==> src/rtl/i2c_tgt_pkg.sv <==
package i2c_tgt_pkg;
  localparam int BYTE_W = 8;
  localparam int ADDR_W = 7;

  typedef enum logic [3:0] {
    ST_IDLE,
    ST_ADDR,
    ST_ADDR_DEC,
    ST_ADDR_ACK,
    ST_WR_BYTE,
    ST_WR_DEC,
    ST_WR_ACK,
    ST_RD_BYTE,
    ST_RD_ACK,
    ST_RD_LOAD
  } tgt_state_e;
endpackage

==> src/rtl/i2c_tgt_rst_sync.sv <==
module i2c_tgt_rst_sync (
  input  logic clk,
  input  logic rst_n,
  output logic rst_sn
);
  logic [1:0] stage_q;

  always_ff @(posedge clk or negedge rst_n) begin
    if (!rst_n) stage_q <= 2'b00;
    else        stage_q <= {stage_q[0], 1'b1};
  end

  assign rst_sn = stage_q[1];
endmodule

==> src/rtl/i2c_tgt_sync.sv <==
module i2c_tgt_sync (
  input  logic clk,
  input  logic rst_n,
  input  logic scl_i,
  input  logic sda_i,
  output logic scl_s,
  output logic sda_s,
  output logic scl_rise,
  output logic scl_fall,
  output logic start_det,
  output logic stop_det
);
  localparam int STAGES = 3;

  logic [STAGES-1:0] scl_pipe_q, sda_pipe_q;
  logic scl_prev, sda_prev;

  always_ff @(posedge clk or negedge rst_n) begin
    if (!rst_n) begin
      scl_pipe_q <= '1;
      sda_pipe_q <= '1;
    end else begin
      scl_pipe_q <= {scl_pipe_q[STAGES-2:0], scl_i};
      sda_pipe_q <= {sda_pipe_q[STAGES-2:0], sda_i};
    end
  end

  assign scl_s    = scl_pipe_q[STAGES-2];
  assign sda_s    = sda_pipe_q[STAGES-2];
  assign scl_prev = scl_pipe_q[STAGES-1];
  assign sda_prev = sda_pipe_q[STAGES-1];

  assign scl_rise  = scl_s & ~scl_prev;
  assign scl_fall  = ~scl_s & scl_prev;
  assign start_det = scl_s & scl_prev & sda_prev & ~sda_s;
  assign stop_det  = scl_s & scl_prev & ~sda_prev & sda_s;
endmodule

==> src/rtl/i2c_tgt_addr_match.sv <==
module i2c_tgt_addr_match #(
  parameter int              ID_COUNT = 4,
  parameter logic [6:0]      BASE_ID  = 7'h48,
  parameter int              BANK_W   = 2
) (
  input  logic [6:0]        addr,
  output logic              hit,
  output logic [BANK_W-1:0] bank
);
  localparam int IDW = $clog2(ID_COUNT);

  generate
    if (ID_COUNT == 1) begin : g_single
      assign hit  = (addr == BASE_ID);
      assign bank = '0;
    end else begin : g_group
      assign hit  = (addr[6:IDW] == BASE_ID[6:IDW]);
      assign bank = addr[IDW-1:0];
    end
  endgenerate
endmodule

==> src/rtl/i2c_tgt_fsm.sv <==
module i2c_tgt_fsm
  import i2c_tgt_pkg::*;
#(
  parameter int BANK_W = 2
) (
  input  logic              clk,
  input  logic              rst_n,
  input  logic              scl_s,
  input  logic              sda_s,
  input  logic              scl_rise,
  input  logic              scl_fall,
  input  logic              start_det,
  input  logic              stop_det,
  input  logic              hit,
  input  logic [BANK_W-1:0] hit_bank,
  output logic [ADDR_W-1:0] rx_addr,
  output logic              sda_oe,
  output logic [BANK_W-1:0] bank_sel,
  output logic              hs_mode,
  output logic              reg_wr_en,
  output logic              reg_rd_en,
  output logic [BYTE_W-1:0] reg_addr,
  output logic [BYTE_W-1:0] reg_wdata,
  input  logic [BYTE_W-1:0] reg_rdata
);
  localparam int CNT_W = $clog2(BYTE_W);
  localparam logic [CNT_W-1:0] LAST_BIT = CNT_W'(BYTE_W - 1);
  localparam logic [4:0] HS_CODE = 5'b00001;

  tgt_state_e        state_q, state_n;
  logic [CNT_W-1:0]  cnt_q, cnt_n;
  logic [BYTE_W-1:0] sh_q, sh_n;
  logic [BYTE_W-1:0] ptr_q, ptr_n;
  logic              first_q, first_n;
  logic              rw_q, rw_n;
  logic              oe_q, oe_n;
  logic [BANK_W-1:0] bank_q, bank_n;
  logic              hs_q, hs_n;
  logic              wr_stb, rd_stb;

  always_comb begin
    state_n = state_q;
    cnt_n   = cnt_q;
    sh_n    = sh_q;
    ptr_n   = ptr_q;
    first_n = first_q;
    rw_n    = rw_q;
    oe_n    = oe_q;
    bank_n  = bank_q;
    hs_n    = hs_q;
    wr_stb  = 1'b0;
    rd_stb  = 1'b0;
    if (stop_det) begin
      state_n = ST_IDLE;
      oe_n    = 1'b0;
      hs_n    = 1'b0;
    end else if (start_det) begin
      state_n = ST_ADDR;
      cnt_n   = '0;
      oe_n    = 1'b0;
      first_n = 1'b1;
    end else begin
      unique case (state_q)
        ST_IDLE: ;
        ST_ADDR, ST_WR_BYTE: begin
          if (scl_rise) begin
            sh_n  = {sh_q[BYTE_W-2:0], sda_s};
            cnt_n = cnt_q + 1'b1;
            if (cnt_q == LAST_BIT)
              state_n = (state_q == ST_ADDR) ? ST_ADDR_DEC : ST_WR_DEC;
          end
        end
        ST_ADDR_DEC: begin
          if (scl_fall) begin
            if (hit) begin
              oe_n    = 1'b1;
              bank_n  = hit_bank;
              rw_n    = sh_q[0];
              state_n = ST_ADDR_ACK;
            end else begin
              if (sh_q[7:3] == HS_CODE) hs_n = 1'b1;
              state_n = ST_IDLE;
            end
          end
        end
        ST_ADDR_ACK, ST_RD_LOAD: begin
          if (scl_fall) begin
            cnt_n = '0;
            if (state_q == ST_RD_LOAD || rw_q) begin
              rd_stb  = 1'b1;
              sh_n    = reg_rdata;
              oe_n    = ~reg_rdata[BYTE_W-1];
              ptr_n   = ptr_q + 1'b1;
              state_n = ST_RD_BYTE;
            end else begin
              oe_n    = 1'b0;
              state_n = ST_WR_BYTE;
            end
          end
        end
        ST_WR_DEC: begin
          if (scl_fall) begin
            oe_n    = 1'b1;
            state_n = ST_WR_ACK;
            if (first_q) begin
              ptr_n   = sh_q;
              first_n = 1'b0;
            end else begin
              wr_stb = 1'b1;
              ptr_n  = ptr_q + 1'b1;
            end
          end
        end
        ST_WR_ACK: begin
          if (scl_fall) begin
            oe_n    = 1'b0;
            cnt_n   = '0;
            state_n = ST_WR_BYTE;
          end
        end
        ST_RD_BYTE: begin
          if (scl_fall) begin
            if (cnt_q == LAST_BIT) begin
              oe_n    = 1'b0;
              state_n = ST_RD_ACK;
            end else begin
              sh_n  = {sh_q[BYTE_W-2:0], 1'b0};
              oe_n  = ~sh_q[BYTE_W-2];
              cnt_n = cnt_q + 1'b1;
            end
          end
        end
        ST_RD_ACK: begin
          if (scl_rise) state_n = sda_s ? ST_IDLE : ST_RD_LOAD;
        end
        default: state_n = ST_IDLE;
      endcase
    end
  end

  always_ff @(posedge clk or negedge rst_n) begin
    if (!rst_n) begin
      state_q <= ST_IDLE;
      cnt_q   <= '0;
      sh_q    <= '0;
      ptr_q   <= '0;
      first_q <= 1'b0;
      rw_q    <= 1'b0;
      oe_q    <= 1'b0;
      bank_q  <= '0;
      hs_q    <= 1'b0;
    end else begin
      state_q <= state_n;
      cnt_q   <= cnt_n;
      sh_q    <= sh_n;
      ptr_q   <= ptr_n;
      first_q <= first_n;
      rw_q    <= rw_n;
      oe_q    <= oe_n;
      bank_q  <= bank_n;
      hs_q    <= hs_n;
    end
  end

  assign rx_addr   = sh_q[BYTE_W-1:1];
  assign sda_oe    = oe_q;
  assign bank_sel  = bank_q;
  assign hs_mode   = hs_q;
  assign reg_wr_en = wr_stb;
  assign reg_rd_en = rd_stb;
  assign reg_addr  = ptr_q;
  assign reg_wdata = sh_q;

  AST_OE_MOVES_SCL_LOW: assert property (@(posedge clk) disable iff (!rst_n)
    !$stable(oe_q) |-> !scl_s) else $error("sda_oe moved with SCL high");
  AST_ACK_ON_HIT: assert property (@(posedge clk) disable iff (!rst_n)
    (state_q == ST_ADDR_DEC && scl_fall && hit) |=> oe_q) else $error("matched address not acknowledged");
  AST_BANK_ONLY_AT_DEC: assert property (@(posedge clk) disable iff (!rst_n)
    !$stable(bank_q) |-> $past(state_q) == ST_ADDR_DEC) else $error("bank_sel moved outside address decode");
  AST_HS_CLEARED_BY_STOP: assert property (@(posedge clk) disable iff (!rst_n)
    stop_det |=> !hs_q) else $error("hs_mode survived STOP");
  AST_START_RESTARTS: assert property (@(posedge clk) disable iff (!rst_n)
    start_det |=> (state_q == ST_ADDR && !oe_q)) else $error("START did not restart address phase");
  AST_IDLE_RELEASED: assert property (@(posedge clk) disable iff (!rst_n)
    (state_q == ST_IDLE) |-> (!oe_q && !wr_stb && !rd_stb)) else $error("idle target drives bus or strobes");
endmodule

==> src/rtl/i2c_multi_target.sv <==
module i2c_multi_target
  import i2c_tgt_pkg::*;
#(
  parameter int         ID_COUNT = 4,
  parameter logic [6:0] BASE_ID  = 7'h48,
  parameter int         BANK_W   = (ID_COUNT > 1) ? $clog2(ID_COUNT) : 1
) (
  input  logic              clk,
  input  logic              rst_n,
  input  logic              scl_i,
  input  logic              sda_i,
  output logic              sda_oe,
  output logic [BANK_W-1:0] bank_sel,
  output logic              hs_mode,
  output logic              reg_wr_en,
  output logic              reg_rd_en,
  output logic [7:0]        reg_addr,
  output logic [7:0]        reg_wdata,
  input  logic [7:0]        reg_rdata
);
  logic rst_sn;
  logic scl_s, sda_s, scl_rise, scl_fall, start_det, stop_det;
  logic hit;
  logic [BANK_W-1:0] hit_bank;
  logic [ADDR_W-1:0] rx_addr;

  i2c_tgt_rst_sync u_rst (
    .clk    (clk),
    .rst_n  (rst_n),
    .rst_sn (rst_sn)
  );

  i2c_tgt_sync u_sync (
    .clk       (clk),
    .rst_n     (rst_sn),
    .scl_i     (scl_i),
    .sda_i     (sda_i),
    .scl_s     (scl_s),
    .sda_s     (sda_s),
    .scl_rise  (scl_rise),
    .scl_fall  (scl_fall),
    .start_det (start_det),
    .stop_det  (stop_det)
  );

  i2c_tgt_addr_match #(
    .ID_COUNT (ID_COUNT),
    .BASE_ID  (BASE_ID),
    .BANK_W   (BANK_W)
  ) u_match (
    .addr (rx_addr),
    .hit  (hit),
    .bank (hit_bank)
  );

  i2c_tgt_fsm #(
    .BANK_W (BANK_W)
  ) u_fsm (
    .clk       (clk),
    .rst_n     (rst_sn),
    .scl_s     (scl_s),
    .sda_s     (sda_s),
    .scl_rise  (scl_rise),
    .scl_fall  (scl_fall),
    .start_det (start_det),
    .stop_det  (stop_det),
    .hit       (hit),
    .hit_bank  (hit_bank),
    .rx_addr   (rx_addr),
    .sda_oe    (sda_oe),
    .bank_sel  (bank_sel),
    .hs_mode   (hs_mode),
    .reg_wr_en (reg_wr_en),
    .reg_rd_en (reg_rd_en),
    .reg_addr  (reg_addr),
    .reg_wdata (reg_wdata),
    .reg_rdata (reg_rdata)
  );
endmodule

==> config.mk <==
export PLATFORM = sky130hd
export DESIGN_NAME = i2c_multi_target
export DESIGN_NICKNAME = d
export VERILOG_FILES = /design/src/rtl/i2c_tgt_pkg.sv /design/src/rtl/i2c_tgt_rst_sync.sv /design/src/rtl/i2c_tgt_sync.sv /design/src/rtl/i2c_tgt_addr_match.sv /design/src/rtl/i2c_tgt_fsm.sv /design/src/rtl/i2c_multi_target.sv
export SDC_FILE = /design/constraint.sdc
export NUM_CORES = 1
export LEC_CHECK = 0
export BUFFER_PORTS_ARGS = -buffer_cell sky130_fd_sc_hd__buf_2
export CAP_MARGIN = 25
export CORE_ASPECT_RATIO = 0.9
export CORE_MARGIN = 5
export CORE_UTILIZATION = 55
export CTS_CLUSTER_DIAMETER = 50
export CTS_CLUSTER_SIZE = 30
export DETAILED_ROUTE_END_ITERATION = 10
export PLACE_DENSITY = 0.81
export SYNTH_ARGS = -nofsm -noshare
export SYNTH_HDL_FRONTEND = slang
export SYNTH_SLANG_ARGS = --single-unit
==> constraint.sdc <==
create_clock -name clk -period 3.8 [get_ports clk]
set_input_delay 0.57 -clock clk [delete_from_list [all_inputs] [get_ports clk]]
set_output_delay 0.57 -clock clk [all_outputs]
set_load 0.02 [all_outputs]
# After elaboration in Yosys (flattened, before gate mapping)
# Cells that the tools add are included.
# word_totals
regBits	37
in_bits	12
output_inout_bits	22
wordCells	148
# op_classes
add_sub_neg	2
n_eq_ne	35
n_mux	62
bitwise	15
n_reduce_logical	22
# ops
operator	count
$mux W8	9
$mux W4	12
$ne A4 B4 Y1 const B	8
$pmux W4 S8	1
$mux W1	28
$pmux W8 S3	1
$mux W3	6
$eq A4 B3 Y1 const B	4
$pmux W8 S2	1
$ne A2 B2 Y1 const B	6
$ne A3 B3 Y1 const B	4
$reduce_and A6 Y1	2
$reduce_bool A2 Y1	6
$reduce_and A10 Y1	1
$reduce_and A5 Y1	2
$pmux W3 S3	1
$add A8 B1 Y8 const B	1
$eq A4 B2 Y1 const B	2
$eq A4 B4 Y1 const B	2
$ne A4 B3 Y1 const B	2
$not A1 Y1	8
$reduce_and A8 Y1	1
$and A1 B1 Y1	7
$reduce_and A7 Y1	1
17 further kinds	20

# Logic depth before layout (Yosys ltp)
# Gate-level depths: netlist of the first run.
# logic_depth
ltp_word	7
depth_mapped	8
ltp_nobuf	7

# By module
# Synthesis of the first run repeated with hierarchy kept, for this count alone.
# hier_totals
hier_cells	239
area_unflattened_um2	2344.7
# modules_own_cells
mod	n_inst	cells_each	area_per_inst_um2	seq_area_each_um2
i2c_tgt_fsm	1	222	2069.5	725.7
i2c_tgt_sync	1	10	190.2	157.7
i2c_tgt_rst_sync	1	3	53.8	50.0
i2c_tgt_addr_match	1	4	31.3	0.0

# Worst setup path after synthesis of the first run
# OpenSTA, ideal clock, no wires.
# synth_path
path_kind	reg2out
from	register u_sync.scl_pipe_q[2]
to	output port reg_wr_en
arrival_time_ns	1.344
required_time_ns	3.230
slack_ns	1.886
path_stages_with_launch	5
path_buffers	1
cell_sequence	dfstp_2 -> nor2b_1 -> clkbuf_1 -> nand2_1 -> nor2_1
# synth_between
elab_chain_len	5
word_cells_on_any_way	10
cone_classes	mux (4); bitwise (6)
# synth_lines
element	line_no	rtl
start, declared	i2c_tgt_sync.sv:15	logic [STAGES-1:0] scl_pipe_q, sda_pipe_q;
start signal, assigned	i2c_tgt_sync.sv:23	scl_pipe_q <= {scl_pipe_q[STAGES-2:0], scl_i};
$and A1 B1 Y1 (on tied branches)	i2c_tgt_sync.sv:34, i2c_tgt_sync.sv:35, i2c_tgt_sync.sv:36	
$mux W1 or $and A1 B1 Y1 (tied branches)	i2c_tgt_fsm.sv:102, i2c_tgt_sync.sv:35	
$mux W1 or $and A1 B1 Y1 (tied branches)	i2c_tgt_fsm.sv:63, i2c_tgt_sync.sv:35	
$mux W1	i2c_tgt_fsm.sv:57	end else if (start_det) begin
$mux W1 (*)	i2c_tgt_fsm.sv:53	if (stop_det) begin
end, declared	i2c_multi_target.sv:15	output logic reg_wr_en,
# Every way passes the cells marked *; elsewhere a longest branch is shown, timed or not.

# Worst setup path in the final report of the first run
# layout_path
from	register u_fsm.state_q[1]
to	output port reg_rd_en
# layout_between
elab_chain_len	7
word_cells_on_any_way	9
cone_classes	eq/ne (2); mux (5); reduce/logical (2)
# layout_lines
element	line_no	rtl
start, declared	i2c_tgt_fsm.sv:30	tgt_state_e state_q, state_n;
start signal, assigned	i2c_tgt_fsm.sv:153	state_q <= state_n;
$eq A4 B4 Y1	i2c_tgt_fsm.sv:63, i2c_tgt_fsm.sv:89	
$logic_or A1 B1 Y1	i2c_tgt_fsm.sv:89	if (state_q == ST_RD_LOAD || rw_q) begin
$mux W1	i2c_tgt_fsm.sv:89	
$mux W1	i2c_tgt_fsm.sv:87	if (scl_fall) begin
$mux W1 (*)	i2c_tgt_fsm.sv:63	unique case (state_q)
$mux W1 (*)	i2c_tgt_fsm.sv:57	
$mux W1 (*)	i2c_tgt_fsm.sv:53	
end, declared	i2c_multi_target.sv:16	output logic reg_rd_en,
# Marks and branches as above.

==> results_tabular.tex, run 1 <==
\begin{tabular}{lr}
\hline
Metric & Value \\
\hline
\multicolumn{2}{l}{\textbf{Clocking}} \\
\quad Clock slew at the register clock pins of the worst setup and hold paths & about 0.080 ns \\
\quad Number of cells upsized or downsized after cts & 0 \\
\quad CTS H-tree lvls & 2 \\
\quad Clock root buffer & sky130\_fd\_sc\_hd\_\_clkbuf\_8 \\
\quad Maximum root-to-sink buffer count & 2 \\
\quad Number of buffers inserted to repair setup after CTS & 0 \\
\quad TritonCTS Buffers & 5 \\
\quad Clock latency of the later-clocked register in the worst-skew pair & 0.29 ns \\
\quad Clock sink count & 37 \\
\quad CTS tree & done \\
\quad Total of hold buffers inserted after clock tree synthesis & 0 \\
\multicolumn{2}{l}{\textbf{Worst setup path}} \\
\quad First element of the critical path & u\_fsm.state\_q[1] \\
\quad CP startpoint kind & register \\
\quad Critical path capture point type & output port \\
\quad Worst reg2reg endpoint & u\_fsm.reg\_wdata[3] \\
\quad Setup CP Type & reg -> out \\
\quad Register-to-Register Path Depth & 4 \\
\quad Worst R2R Setup Slack & 1.35 ns \\
\quad Reg2reg start & u\_fsm.state\_q[0] \\
\quad Critical path arrival & roughly 2.0 ns \\
\quad End point of the critical path & reg\_rd\_en \\
\quad Req. time, crit path & 3.23 ns \\
\quad Maximum net fanout on the critical path & 21 \\
\multicolumn{2}{l}{\textbf{Logic synthesis}} \\
\quad Largest family of logic cells by synthesized area & compound AO/OA/AOI/OAI gates \\
\quad Syn. warnings & 0 \\
\quad Simple-gate share of the synthesized area & 0.180 \\
\quad Area share of xor/xnor cells in the synthesized design & 0.00780 \\
\quad Synthesized flop and latch total & 37 \\
\quad Top cells by area in the synthesized netlist & sky130\_fd\_sc\_hd\_\_dfrtp\_1 (35\%), sky130\_fd\_sc\_hd\_\_mux2\_2 (9.5\%), sky130\_fd\_sc\_hd\_\_dfstp\_2 (7.0\%) \\
\quad Number of nets produced by synthesis & 242 \\
\quad Portion of netlist area occupied by mux cells & 0.117 \\
\quad Area share of fa/ha/maj cells after synthesis & 0.0212 \\
\quad Synthesized instance count & about 230 \\
\quad Flip-flop cell with the highest count after synthesis & sky130\_fd\_sc\_hd\_\_dfrtp\_1 \\
\quad Sequential cell area fraction in the yosys report & 0.415 \\
\quad Post-Syn Area & 2250 um2 \\
\quad Fraction of synthesis flops using an asynchronous set or reset pin & 1.00 \\
\quad Synthesized-area fraction occupied by ao, oa, aoi and oai cells & 0.215 \\
\quad Synth area leader & sky130\_fd\_sc\_hd\_\_dfrtp\_1 \\
\quad Per-instance average area after synthesis & 9.90 um2 \\
\quad Area share of the leading cell type in the synthesized netlist & 0.345 \\
\quad Count of unique library cells instantiated by Yosys & 57 \\
\quad Count of flip-flops with a built-in enable after synthesis & 0 \\
\multicolumn{2}{l}{\textbf{Placement}} \\
\quad Global placement routability congestion & 0.946 \\
\quad Placed Cells incl. Taps & 298 \\
\quad IO Port Bufs & 33 \\
\quad Total half-perimeter wirelength after legalization and detailed placement & 3.74 mm \\
\multicolumn{2}{l}{\textbf{Global routing}} \\
\quad Initial antenna violation count & 0 \\
\quad Vias in the first global route & 1,748 \\
\quad Wire length of the first global-routing pass & 8.68 mm \\
\quad Total routing resource utilization after global routing & 0.195 \\
\quad Maximum number of pins on one net before global-route repair & 28 \\
\quad Sum of overflow across all layers after global routing & 0 \\
\multicolumn{2}{l}{\textbf{Power and ir drop}} \\
\quad IR Drop Worst-Case VDD & 390 uV \\
\quad Leakage dissipation & 0.00113 uW \\
\quad Power per unit of standard cell area & 774 nW/um2 \\
\multicolumn{2}{l}{\textbf{Floorplan}} \\
\quad Die Outline Area & 5470 um2 \\
\quad Width of the die & 77.4 um \\
\quad Number of placed I/O pins & 34 \\
\quad Count of standard-cell rows & 22 \\
\quad Placeable core region & about 4000 um2 \\
\quad Initial Utilization & 0.559 \\
\quad Die span in y & 70.6 um \\
\multicolumn{2}{l}{\textbf{Detailed routing}} \\
\quad Vias after detailed routing & 1,851 \\
\quad Routed WL & 5.17 mm \\
\quad Drc violations & 0 \\
\quad Routed wire length on met2 & 2.36 mm \\
\quad Met3 WL & about 350 um \\
\quad Final routed wire length divided by cell count & roughly 17 um \\
\quad Uppermost layer routed & met4 \\
\quad Via-to-Cell Ratio & 6.05 \\
\quad Detailed router's first-iteration violation count & 251 \\
\quad Length of the first detailed-routing pass in iterations & 5 \\
\quad Metal1 wirelength & 2.40 mm \\
\quad Number of antenna-violating nets in the routed design & 0 \\
\multicolumn{2}{l}{\textbf{Min path}} \\
\quad Type of the most critical hold path & in -> async \\
\multicolumn{2}{l}{\textbf{Timing}} \\
\quad Final setup violation count & 0 \\
\quad Post-layout min period & between 2 and 3 ns \\
\quad Relative slew slack & 0.432 \\
\quad Sum Neg Setup Slack & 0 ns \\
\quad Setup repair after global routing missed its margin & no \\
\quad Final number of max-transition violations & 0 \\
\quad Fmax & 383 MHz \\
\quad Post-route fraction of the period consumed by the critical path & 0.687 \\
\quad Setup skew after layout & 0.00647 ns \\
\quad Total count of hold-check failures in the final report & 0 \\
\quad Actual transition at the worst max-transition pin & 0.850 ns \\
\multicolumn{2}{l}{\textbf{Cells and area}} \\
\quad Final standard cell utilization of the core & 0.624 \\
\quad Post-layout net count & 272 \\
\quad Share of post-route cells with drive strength above 1 & 0.295 \\
\quad Commonest non-fill, non-tap cell in the layout & sky130\_fd\_sc\_hd\_\_buf\_2 \\
\quad Most used cells in the layout excluding fill and tap cells & sky130\_fd\_sc\_hd\_\_buf\_2 (33), sky130\_fd\_sc\_hd\_\_dfrtp\_1 (31), sky130\_fd\_sc\_hd\_\_nand2\_1 (28), sky130\_fd\_sc\_hd\_\_mux2\_2 (19), sky130\_fd\_sc\_hd\_\_o21ai\_0 (15) \\
\quad Layout filler cell count & approximately 330 \\
\quad Antenna diodes & 0 \\
\quad Non-filler instance count after layout & 306 \\
\quad Area growth, synth to finish & 11.6\% \\
\multicolumn{2}{l}{\textbf{Flow run}} \\
\quad Max-capacitance violation count & 0 \\
\multicolumn{2}{l}{\textbf{Status}} \\
\quad Result of the run & completed \\
\hline
\end{tabular}
-- layer usage --
| layer | track usage | up-vias |
|---|---|---|
| met2 | 0.276 | 70 |
| met5 | 0 | - |
| met1 | 0.289 | 879 |
| li1 | - | 895 |
| met4 | 0.0649 | 0 |
| met3 | 0.0496 | 7 |
-- cells in the mapped netlist (2+ instances only) --
| library cell | count |
|---|---|
| sky130_fd_sc_hd__o311ai_0 | 2 |
| sky130_fd_sc_hd__o22a_1 | 2 |
| sky130_fd_sc_hd__clkbuf_1 | 2 |
| sky130_fd_sc_hd__o211ai_2 | 2 |
| sky130_fd_sc_hd__nand3_1 | 6 |
| sky130_fd_sc_hd__nand2b_1 | 6 |
| sky130_fd_sc_hd__inv_1 | 5 |
| sky130_fd_sc_hd__a2bb2oi_1 | 4 |
| sky130_fd_sc_hd__nor2b_1 | 4 |
| sky130_fd_sc_hd__o22ai_1 | 4 |
| sky130_fd_sc_hd__nor2_1 | 12 |
| sky130_fd_sc_hd__ha_1 | 3 |
| sky130_fd_sc_hd__nor3_1 | 3 |
| sky130_fd_sc_hd__nor4bb_1 | 2 |
| sky130_fd_sc_hd__o21ai_0 | 15 |
| sky130_fd_sc_hd__buf_6 | 3 |
| sky130_fd_sc_hd__a31oi_1 | 4 |
| sky130_fd_sc_hd__o211a_1 | 2 |
| sky130_fd_sc_hd__and2b_1 | 2 |
| sky130_fd_sc_hd__dfrtp_1 | 31 |
| sky130_fd_sc_hd__buf_2 | 6 |
| sky130_fd_sc_hd__mux2_2 | 19 |
| sky130_fd_sc_hd__nand2_1 | 28 |
| sky130_fd_sc_hd__dfstp_2 | 6 |
| sky130_fd_sc_hd__a22oi_1 | 2 |
| sky130_fd_sc_hd__xor2_1 | 2 |
| sky130_fd_sc_hd__nand4b_1 | 3 |
| sky130_fd_sc_hd__mux2i_1 | 5 |
| sky130_fd_sc_hd__a21oi_1 | 14 |
-- cell families (layout without fill, tap and decap cells) --
family,after synthesis,after routing
adder cells (fa/ha/maj),4,4
flip-flops,37,37
AND/OR/NAND/NOR,77,77
other,1,1
AO/OA/AOI/OAI,65,65
multiplexers,24,24
XOR/XNOR,2,2
buffers and inverters,17,48
-- power by group --
group	switching [uW]	leakage, uW	internal [uW]	total (uW)
clock network	147	0.0000512	147	294
registers	224	0.000446	522	746
logic	481	0.000637	421	903
total	852	0.00113	1090	1940
-- state kept, by name, indices dropped and copies added (netlist names) --
name and flops:
u_sync.scl_pipe_q 3, u_rst.stage_q 2, u_fsm.hs_mode 1, u_fsm.reg_wdata 8, u_fsm.reg_addr 8, u_fsm.bank_sel 2
u_fsm.cnt_q 3, u_fsm.rw_q 1, u_sync.sda_pipe_q 3, u_fsm.state_q 4, u_fsm.sda_oe 1, u_fsm.first_q 1
-- worst max-delay path, stage by stage (launching register included) --
cell and delay [ns]:
sky130_fd_sc_hd__dfrtp_1 0.75, sky130_fd_sc_hd__nor2b_1 0.38, sky130_fd_sc_hd__a21oi_1 0.15, sky130_fd_sc_hd__nor3_1 0.25, sky130_fd_sc_hd__buf_2 0.21
-- worst min path at each step --
stage / endpoint / start / cells past startpoint
2_1_floorplan: u_rst.stage_q[0] / rst_n / 0
3_3_place_gp: u_fsm.bank_sel[1] / u_rst.stage_q[1] / 0
3_5_place_dp: u_fsm.bank_sel[1] / u_rst.stage_q[1] / 0
4_1_cts: u_rst.stage_q[1] / rst_n / 1
5_1_grt: u_rst.stage_q[1] / rst_n / 1
6_report: u_rst.stage_q[1] / rst_n / 1
-- stage by stage --
step                      hold WS, ns  cell area (um2)  setup slack (ns)  total power [uW]
after detailed placement        0.146             2410              1.38              1650
after floorplan                 0.274             2250              1.89              1440
after CTS                      0.0384             2510              1.21              1950
after global routing           0.0275             2510              1.03              2090
after global placement          0.141             2410              1.45              1630
final                          0.0423             2510              1.19              1940
-- area by class of cell --
type                    count  area (um2)  area share
clock buffers               6        82.6      0.0329
multi-input cells         173        1220       0.486
clock inverters             2        13.8     0.00549
flip-flops and latches     37         933       0.372
well taps                  48        60.1      0.0239
inverters                   5        18.8     0.00748
repair buffers             35         180      0.0718
Power figures use the tool's default switching activity.
==> run 2, diff against run 1 <==
--- a/config.mk
+++ b/config.mk
@@ -9,11 +9,11 @@
 export CAP_MARGIN = 25
 export CORE_ASPECT_RATIO = 0.9
 export CORE_MARGIN = 5
-export CORE_UTILIZATION = 55
+export CORE_UTILIZATION = 51
 export CTS_CLUSTER_DIAMETER = 50
 export CTS_CLUSTER_SIZE = 30
 export DETAILED_ROUTE_END_ITERATION = 10
-export PLACE_DENSITY = 0.81
+export PLACE_DENSITY = 0.8
 export SYNTH_ARGS = -nofsm -noshare
 export SYNTH_HDL_FRONTEND = slang
 export SYNTH_SLANG_ARGS = --single-unit
==> constraint.sdc (replaced) <==
create_clock -name clk -period 2.2 [get_ports clk]
set_input_delay 0.33 -clock clk [delete_from_list [all_inputs] [get_ports clk]]
set_output_delay 0.33 -clock clk [all_outputs]
set_load 0.02 [all_outputs]
==> run 2 against run 1 <==
Flip-flop and latch count is the same. Sequential share of layout area shrank 2.2 points. Clock power rose by 64%. Power increased by 83%. Critical endpoint is now reg_wr_en. Core utilization up 1.9 points. Final cell count grew 8.5%. Clock skew shrank 0.0020 ns.
==> results_tabular.tex, run 2 (synthesized netlist as in run 1, its figures left out) <==
\begin{tabular}{lr}
\hline
Metric & Value \\
\hline
\multicolumn{2}{l}{\textbf{Timing}} \\
\quad Final number of max-transition violations & 0 \\
\quad Relative slew slack & 0.532 \\
\quad Fmax & between 400 and 500 MHz \\
\quad Final setup violation count & 0 \\
\quad Sum Neg Setup Slack & 0 ns \\
\quad Total count of hold-check failures in the final report & 0 \\
\quad Post-route fraction of the period consumed by the critical path & 0.942 \\
\quad Post-layout min period & 2.07 ns \\
\quad Setup repair after global routing missed its margin & no \\
\quad Setup skew after layout & 0.00446 ns \\
\quad Actual transition at the worst max-transition pin & about 0.7 ns \\
\multicolumn{2}{l}{\textbf{Power and ir drop}} \\
\quad Overall Power & 3550 uW \\
\quad Power per unit of standard cell area & 1330 nW/um2 \\
\quad IR Drop Worst-Case VDD & 810 uV \\
\quad Leakage dissipation & 0.00121 uW \\
\multicolumn{2}{l}{\textbf{Global routing}} \\
\quad Total routing resource utilization after global routing & 0.201 \\
\quad Vias in the first global route & 1,828 \\
\quad Sum of overflow across all layers after global routing & 0 \\
\quad Initial antenna violation count & 0 \\
\quad Maximum number of pins on one net before global-route repair & 24 \\
\quad Wire length of the first global-routing pass & between 9 and 10 mm \\
\multicolumn{2}{l}{\textbf{Clocking}} \\
\quad CTS H-tree lvls & 2 \\
\quad Clock latency of the later-clocked register in the worst-skew pair & a little under 0.3 ns \\
\quad Clock slew at the register clock pins of the worst setup and hold paths & about 0.070 ns \\
\quad Maximum root-to-sink buffer count & 2 \\
\quad Clock sink count & 37 \\
\quad CTS tree & done \\
\quad Clock root buffer & sky130\_fd\_sc\_hd\_\_clkbuf\_8 \\
\quad TritonCTS Buffers & 5 \\
\multicolumn{2}{l}{\textbf{Status}} \\
\quad Result of the run & completed \\
\multicolumn{2}{l}{\textbf{Detailed routing}} \\
\quad Number of antenna-violating nets in the routed design & 0 \\
\quad Final routed wire length divided by cell count & 16.8 um \\
\quad Vias after detailed routing & 1,991 \\
\quad Routed WL & around 5.6 mm \\
\quad Drc violations & 0 \\
\quad Detailed router's first-iteration violation count & between 200 and 250 \\
\quad Via-to-Cell Ratio & approximately 6 \\
\quad Length of the first detailed-routing pass in iterations & 5 \\
\multicolumn{2}{l}{\textbf{Flow run}} \\
\quad Max-capacitance violation count & 0 \\
\multicolumn{2}{l}{\textbf{Cells and area}} \\
\quad Antenna diodes & 0 \\
\quad Area growth, synth to finish & 19.0\% \\
\quad Post-layout net count & approximately 290 \\
\quad Most used cells in the layout excluding fill and tap cells & sky130\_fd\_sc\_hd\_\_buf\_2 (33), sky130\_fd\_sc\_hd\_\_dfrtp\_1 (29), sky130\_fd\_sc\_hd\_\_nand2\_1 (27), sky130\_fd\_sc\_hd\_\_mux2\_2 (19), sky130\_fd\_sc\_hd\_\_o21ai\_0 (15) \\
\quad Layout filler cell count & roughly 340 \\
\quad Commonest non-fill, non-tap cell in the layout & sky130\_fd\_sc\_hd\_\_buf\_2 \\
\quad Share of post-route cells with drive strength above 1 & 0.342 \\
\multicolumn{2}{l}{\textbf{Worst setup path}} \\
\quad Critical-path cell list & buf\_12 -> nor4bb\_2 -> buf\_4 -> nand2\_1 -> nor2\_1 -> buf\_2 \\
\quad CP startpoint kind & register \\
\quad Req. time, crit path & 1.87 ns \\
\quad Critical path capture point type & output port \\
\quad CP peak stage delay & 0.40 ns \\
\quad Critical path arrival & 1.74 ns \\
\quad Maximum net fanout on the critical path & 23 \\
\quad Setup CP Type & reg -> out \\
\quad Library cell contributing the largest single delay on the critical path & sky130\_fd\_sc\_hd\_\_dfrtp\_1 \\
\multicolumn{2}{l}{\textbf{Floorplan}} \\
\quad Die Outline Area & 5840 um2 \\
\quad Width of the die & 80.0 um \\
\quad Placeable core region & 4160 um2 \\
\quad Number of placed I/O pins & 34 \\
\quad Die span in y & 73.0 um \\
\quad Count of standard-cell rows & 22 \\
\quad Initial Utilization & 0.541 \\
\multicolumn{2}{l}{\textbf{Placement}} \\
\quad Total half-perimeter wirelength after legalization and detailed placement & slightly above 4 mm \\
\quad IO Port Bufs & 33 \\
\quad Global placement routability congestion & 0.923 \\
\multicolumn{2}{l}{\textbf{Min path}} \\
\quad Type of the most critical hold path & in -> reg \\
\hline
\end{tabular}
[run 2: cell count changes in the layout (fill, tap and decap cells not counted), sizes merged]
cell,before,now
dlygate4sd3,0,1
clkinv,2,1
buf,35,48
clkbuf,6,5
clkinvlp,0,1
inv,5,6
[run 2: worst max-delay path: cells and delay by family (launching register included)]
kind	cells	cell delay, ns
buf+inv	3	0.55
simple gates	3	0.49
flops	1	0.40
[run 2: path summary, 6_finish.rpt]
check                      depth (start not counted)        startpoint  slack [ns]                   end
min reg2reg                                        0  u_rst.stage_q[1]        0.30    u_fsm.reg_wdata[0]
max in group asynchronous                          1  u_rst.stage_q[1]        1.24  u_sync.scl_pipe_q[0]
min                                                1             scl_i        0.13  u_sync.scl_pipe_q[0]
max                                                6  u_fsm.state_q[3]        0.13             reg_wr_en
max reg2reg                                        6  u_fsm.state_q[2]        0.16    u_fsm.reg_wdata[3]
min in group asynchronous                          0  u_rst.stage_q[1]        0.30    u_fsm.reg_wdata[0]
[run 2: power breakdown]
group          switching [uW]  internal [uW]  total, uW
registers                 297            908       1200
clock network             258            225        482
logic                     997            869       1870
[run 2: cell type report]
class                           instances  area (um2)  share of cell area
Tap cell                               60        75.1              0.0281
Multi-Input combinational cell        173        1230               0.460
Clock inverter                          3        21.3             0.00796
Timing Repair Buffer                   49         325               0.122
Sequential cell                        37         936               0.350
Clock buffer                            5        68.8              0.0257
Inverter                                5        18.8             0.00702
[run 2: repair_timing]
| item | CTS | global route |
|---|---|---|
| gates resized for setup | 1 | 3 |
| hold endpoints to repair | 2 | 0 |
| endpoints found under the setup margin | 1 | 14 |
| hold buffers | 1 | 0 |
| buffers inserted | 0 | 1 |
[run 2: metal layers]
layer	global-route usage	part of all wire	routed length (um)
met1	0.299	0.45	2530
met2	0.295	0.47	2590
met3	0.0395	0.064	356
met4	0.0563	0.016	90
met5	0	0	0
[run 2: through the flow]
step,worst slack (ns),utilization,cells,cell area (um2),hold slack [ns]
after CTS,0.0480,0.636,331,2640,0.123
after global placement,0.134,0.612,322,2540,0.117
final,0.128,0.643,332,2670,0.130
after global routing,0.0406,0.643,332,2670,0.115
after floorplan,0.318,-,227,2250,0.0344
after detailed placement,0.0465,0.612,322,2540,0.117
==> run 3, diff against run 2 <==
--- a/config.mk
+++ b/config.mk
@@ -5,6 +5,7 @@
 export SDC_FILE = /design/constraint.sdc
 export NUM_CORES = 1
 export LEC_CHECK = 0
+export ABC_AREA = 1
 export BUFFER_PORTS_ARGS = -buffer_cell sky130_fd_sc_hd__buf_2
 export CAP_MARGIN = 25
 export CORE_ASPECT_RATIO = 0.9
@@ -13,7 +14,7 @@
 export CTS_CLUSTER_DIAMETER = 50
 export CTS_CLUSTER_SIZE = 30
 export DETAILED_ROUTE_END_ITERATION = 10
-export PLACE_DENSITY = 0.8
+export PLACE_DENSITY = 0.79
 export SYNTH_ARGS = -nofsm -noshare
 export SYNTH_HDL_FRONTEND = slang
 export SYNTH_SLANG_ARGS = --single-unit
==> run 3 against run 2 <==
Clock skew rose by 0.0016 ns. Sequential share of layout area rose by 0.087 points. Fmax rose by 1.9%. Sequential power fell by 12%. Combinational power fell by 19%. Area after synthesis rose by 2.4%. Synthesized cell count rose by 36%. Core utilization fell by 3.9 points. Non-clock buffer count fell by 12. First-iteration DRC count fell by 20%. Routed wire length fell by 4.4%. Critical path type unchanged.
==> results_tabular.tex, run 3 <==
\begin{tabular}{lr}
\hline
Metric & Value \\
\hline
\multicolumn{2}{l}{\textbf{Status}} \\
\quad Result of the run & completed \\
\multicolumn{2}{l}{\textbf{Global routing}} \\
\quad M1 GR Usage & 0.272 \\
\quad Maximum number of pins on one net before global-route repair & 25 \\
\quad Sum of overflow across all layers after global routing & 0 \\
\quad Vias in the first global route & between 1,500 and 2,000 \\
\quad Met2 usage in global routing & 0.308 \\
\quad Initial antenna violation count & 0 \\
\quad Total routing resource utilization after global routing & 0.198 \\
\quad Wire length of the first global-routing pass & 9.01 mm \\
\quad Busiest layer in global routing & met2 \\
\quad M3 GR Usage & 0.0588 \\
\multicolumn{2}{l}{\textbf{Flow run}} \\
\quad Max-capacitance violation count & 0 \\
\multicolumn{2}{l}{\textbf{Cells and area}} \\
\quad Area growth, synth to finish & 15.6\% \\
\quad Layout filler cell count & 384 \\
\quad Commonest non-fill, non-tap cell in the layout & sky130\_fd\_sc\_hd\_\_nand2\_1 \\
\quad Share of post-route cells with drive strength above 1 & 0.257 \\
\quad Most used cells in the layout excluding fill and tap cells & sky130\_fd\_sc\_hd\_\_nand2\_1 (82), sky130\_fd\_sc\_hd\_\_buf\_2 (33), sky130\_fd\_sc\_hd\_\_nor2\_1 (32), sky130\_fd\_sc\_hd\_\_dfrtp\_1 (31), sky130\_fd\_sc\_hd\_\_inv\_1 (29) \\
\quad Post-layout net count & 364 \\
\quad Antenna diodes & 0 \\
\multicolumn{2}{l}{\textbf{Logic synthesis}} \\
\quad Count of flip-flops with a built-in enable after synthesis & 0 \\
\quad Synth area leader & sky130\_fd\_sc\_hd\_\_dfrtp\_1 \\
\quad Area share of the leading cell type in the synthesized netlist & 0.337 \\
\quad Synthesized instance count & around 300 \\
\quad Commonest cells in the synthesized netlist & sky130\_fd\_sc\_hd\_\_nand2\_1 (82), sky130\_fd\_sc\_hd\_\_nor2\_1 (32), sky130\_fd\_sc\_hd\_\_dfrtp\_1 (31) \\
\quad Syn. warnings & 0 \\
\quad Per-instance average area after synthesis & around 7.4 um2 \\
\quad Post-Syn Area & $\sim$2300 um2 \\
\quad Most numerous cell in the Yosys netlist & sky130\_fd\_sc\_hd\_\_nand2\_1 \\
\quad Flip-flop cell with the highest count after synthesis & sky130\_fd\_sc\_hd\_\_dfrtp\_1 \\
\quad Count of unique library cells instantiated by Yosys & 32 \\
\quad Sequential cell area fraction in the yosys report & 0.406 \\
\quad Synthesized flop and latch total & 37 \\
\quad Top cells by area in the synthesized netlist & sky130\_fd\_sc\_hd\_\_dfrtp\_1 (34\%), sky130\_fd\_sc\_hd\_\_nand2\_1 (13\%), sky130\_fd\_sc\_hd\_\_dfstp\_2 (6.9\%) \\
\quad Number of nets produced by synthesis & 324 \\
\quad Fraction of synthesis flops using an asynchronous set or reset pin & 1.00 \\
\multicolumn{2}{l}{\textbf{Worst setup path}} \\
\quad CP startpoint kind & register \\
\quad Count of buffering cells on the critical path with inverters included & 1 \\
\quad Setup CP Type & reg -> out \\
\quad Req. time, crit path & 1.87 ns \\
\quad Critical path capture point type & output port \\
\quad Worst reg2reg endpoint & u\_fsm.reg\_addr[5] \\
\quad Maximum net fanout on the critical path & 7 \\
\quad Library cell contributing the largest single delay on the critical path & sky130\_fd\_sc\_hd\_\_dfrtp\_1 \\
\quad Critical path arrival & 1.70 ns \\
\quad Worst R2R Setup Slack & 0.40 ns \\
\quad Kind of cell with the highest combined delay on the critical path & simple AND/OR/NAND/NOR gates \\
\quad Reg2reg start & u\_sync.sda\_pipe\_q[1] \\
\quad Register-to-Register Path Depth & 9 \\
\quad Critical-path cell list & nor2\_2 -> nand2\_4 -> nand2\_2 -> nand2\_1 -> nor2\_1 -> buf\_2 \\
\quad CP peak stage delay & 0.48 ns \\
\multicolumn{2}{l}{\textbf{Placement}} \\
\quad Total half-perimeter wirelength after legalization and detailed placement & 4.15 mm \\
\quad Global placement routability congestion & 0.987 \\
\quad IO Port Bufs & 33 \\
\quad Worst setup slack before clock tree synthesis & 0.406 ns \\
\multicolumn{2}{l}{\textbf{Detailed routing}} \\
\quad Length of the first detailed-routing pass in iterations & 4 \\
\quad Drc violations & 0 \\
\quad Detailed router's first-iteration violation count & 176 \\
\quad Vias after detailed routing & 2,092 \\
\quad Number of antenna-violating nets in the routed design & 0 \\
\quad Via-to-Cell Ratio & 5.08 \\
\quad Final routed wire length divided by cell count & about 13 um \\
\quad Routed WL & around 5.3 mm \\
\multicolumn{2}{l}{\textbf{Power and ir drop}} \\
\quad Leakage dissipation & approximately 0.0014 uW \\
\quad Switching part of the total power & 0.440 \\
\quad Clock network power share & 0.190 \\
\quad IR Drop Worst-Case VDD & between 900 and 1000 uV \\
\quad Switching power & 1400 uW \\
\quad Sequential share of power & 0.333 \\
\quad Combinational Power Share & 0.478 \\
\quad Cell Int Power & around 1800 uW \\
\quad Power per unit of standard cell area & 1190 nW/um2 \\
\multicolumn{2}{l}{\textbf{Timing}} \\
\quad Fmax & between 400 and 500 MHz \\
\quad Total count of hold-check failures in the final report & 0 \\
\quad Post-layout min period & 2.03 ns \\
\quad Final setup violation count & 0 \\
\quad Setup repair after global routing missed its margin & no \\
\quad Post-route fraction of the period consumed by the critical path & 0.924 \\
\quad Setup skew after layout & 0.00605 ns \\
\quad Sum Neg Setup Slack & 0 ns \\
\quad Final number of max-transition violations & 0 \\
\quad Worst Setup Slack, final & 0.166 ns \\
\multicolumn{2}{l}{\textbf{Floorplan}} \\
\quad Width of the die & 80.8 um \\
\quad Placeable core region & $\sim$4400 um2 \\
\quad Die Outline Area & 5960 um2 \\
\quad Die span in y & 73.7 um \\
\quad Number of placed I/O pins & 34 \\
\quad Initial Utilization & 0.523 \\
\quad Count of standard-cell rows & 23 \\
\multicolumn{2}{l}{\textbf{Clocking}} \\
\quad Clock slew at the register clock pins of the worst setup and hold paths & $\sim$0.07 ns \\
\quad Number of buffers inserted to repair setup after CTS & 0 \\
\quad Total of hold buffers inserted after clock tree synthesis & 1 \\
\quad CTS tree & done \\
\quad Clock sink count & 37 \\
\quad Number of cells upsized or downsized after cts & 0 \\
\quad Clock root buffer & sky130\_fd\_sc\_hd\_\_clkbuf\_8 \\
\quad Maximum root-to-sink buffer count & 2 \\
\quad CTS H-tree lvls & 2 \\
\quad Clock latency of the later-clocked register in the worst-skew pair & approximately 0.29 ns \\
\quad TritonCTS Buffers & 5 \\
\multicolumn{2}{l}{\textbf{Min path}} \\
\quad Start point of the worst min-delay path & sda\_i \\
\quad WHS Path Cells & 1 \\
\quad Sink of the worst hold path & u\_sync.sda\_pipe\_q[0] \\
\quad Type of the most critical hold path & in -> reg \\
\hline
\end{tabular}
## run 3: worst reg2reg max path: cells and delay by family, from the launching register on
kind	cells	cell delay [ns]
AO/OA/AOI/OAI	2	0.19
buffers and inverters	1	0.09
flip-flops	1	0.56
AND/OR/NAND/NOR	6	0.85
## run 3: metrics by stage
| stage | utilization | std cells | total power [uW] | area [um2] | hold WS, ns |
|---|---|---|---|---|---|
| final | 0.604 | 412 | 3180 | 2660 | 0.136 |
| after CTS | 0.604 | 412 | 3200 | 2660 | 0.129 |
| after global routing | 0.604 | 412 | 3460 | 2660 | 0.121 |
| after detailed placement | 0.575 | 403 | 2580 | 2530 | 0.118 |
| after global placement | 0.575 | 403 | 2550 | 2530 | 0.115 |
| after floorplan | - | 309 | 2230 | 2300 | 0.0344 |
## run 3: worst max path at each step
stage	startpoint	to	slack (ns)	depth (start not counted)
6_report	u_fsm.state_q[2]	reg_rd_en	0.17	6
3_3_place_gp	u_sync.sda_pipe_q[1]	u_fsm.reg_addr[5]	0.42	9
2_1_floorplan	u_fsm.state_q[2]	reg_rd_en	0.57	5
4_1_cts	u_fsm.state_q[2]	reg_rd_en	0.17	6
5_1_grt	u_fsm.state_q[0]	reg_rd_en	0.04	7
3_5_place_dp	u_sync.sda_pipe_q[1]	u_fsm.reg_addr[5]	0.41	9
## run 3: logic make-up (layout without fill, tap and decap cells)
| group | Yosys count | count (layout) | synth area share |
|---|---|---|---|
| DFF | 37 | 37 | 0.406 |
| and+or+nand+nor | 176 | 176 | 0.361 |
| other | 1 | 1 | 0.00163 |
| buffers and inverters | 38 | 79 | 0.0696 |
| AOI/OAI and AO/OA | 50 | 50 | 0.131 |
| muxes | 1 | 1 | 0.00435 |
| adders and majority gates | 3 | 3 | 0.0163 |
| xor gates and xnor gates | 3 | 3 | 0.0114 |
## run 3: area by class of cell
type | count | area [um2] | area share
clock inverter | 1 | 30.0 | 0.0113
sequential | 37 | 933 | 0.351
inverter | 34 | 128 | 0.0480
multi-input combinational | 234 | 1210 | 0.454
clock buffer | 7 | 86.3 | 0.0325
timing repair buffer | 37 | 198 | 0.0743
tap | 62 | 77.6 | 0.0292
## run 3: power groups by stage
stage               registers, uW  logic, uW  clock network, uW
CTS                          1060       1530                614
global route                 1080       1730                642
global placement             1060       1490                  0
finish                       1060       1520                602
detailed placement           1070       1510                  0
floorplan                    1190       1040                  0
## run 3: layer usage
layer	up-vias	wire length, um
met5	-	0
met4	0	58
met3	8	391
met2	67	2410
met1	946	2460
li1	1071	-
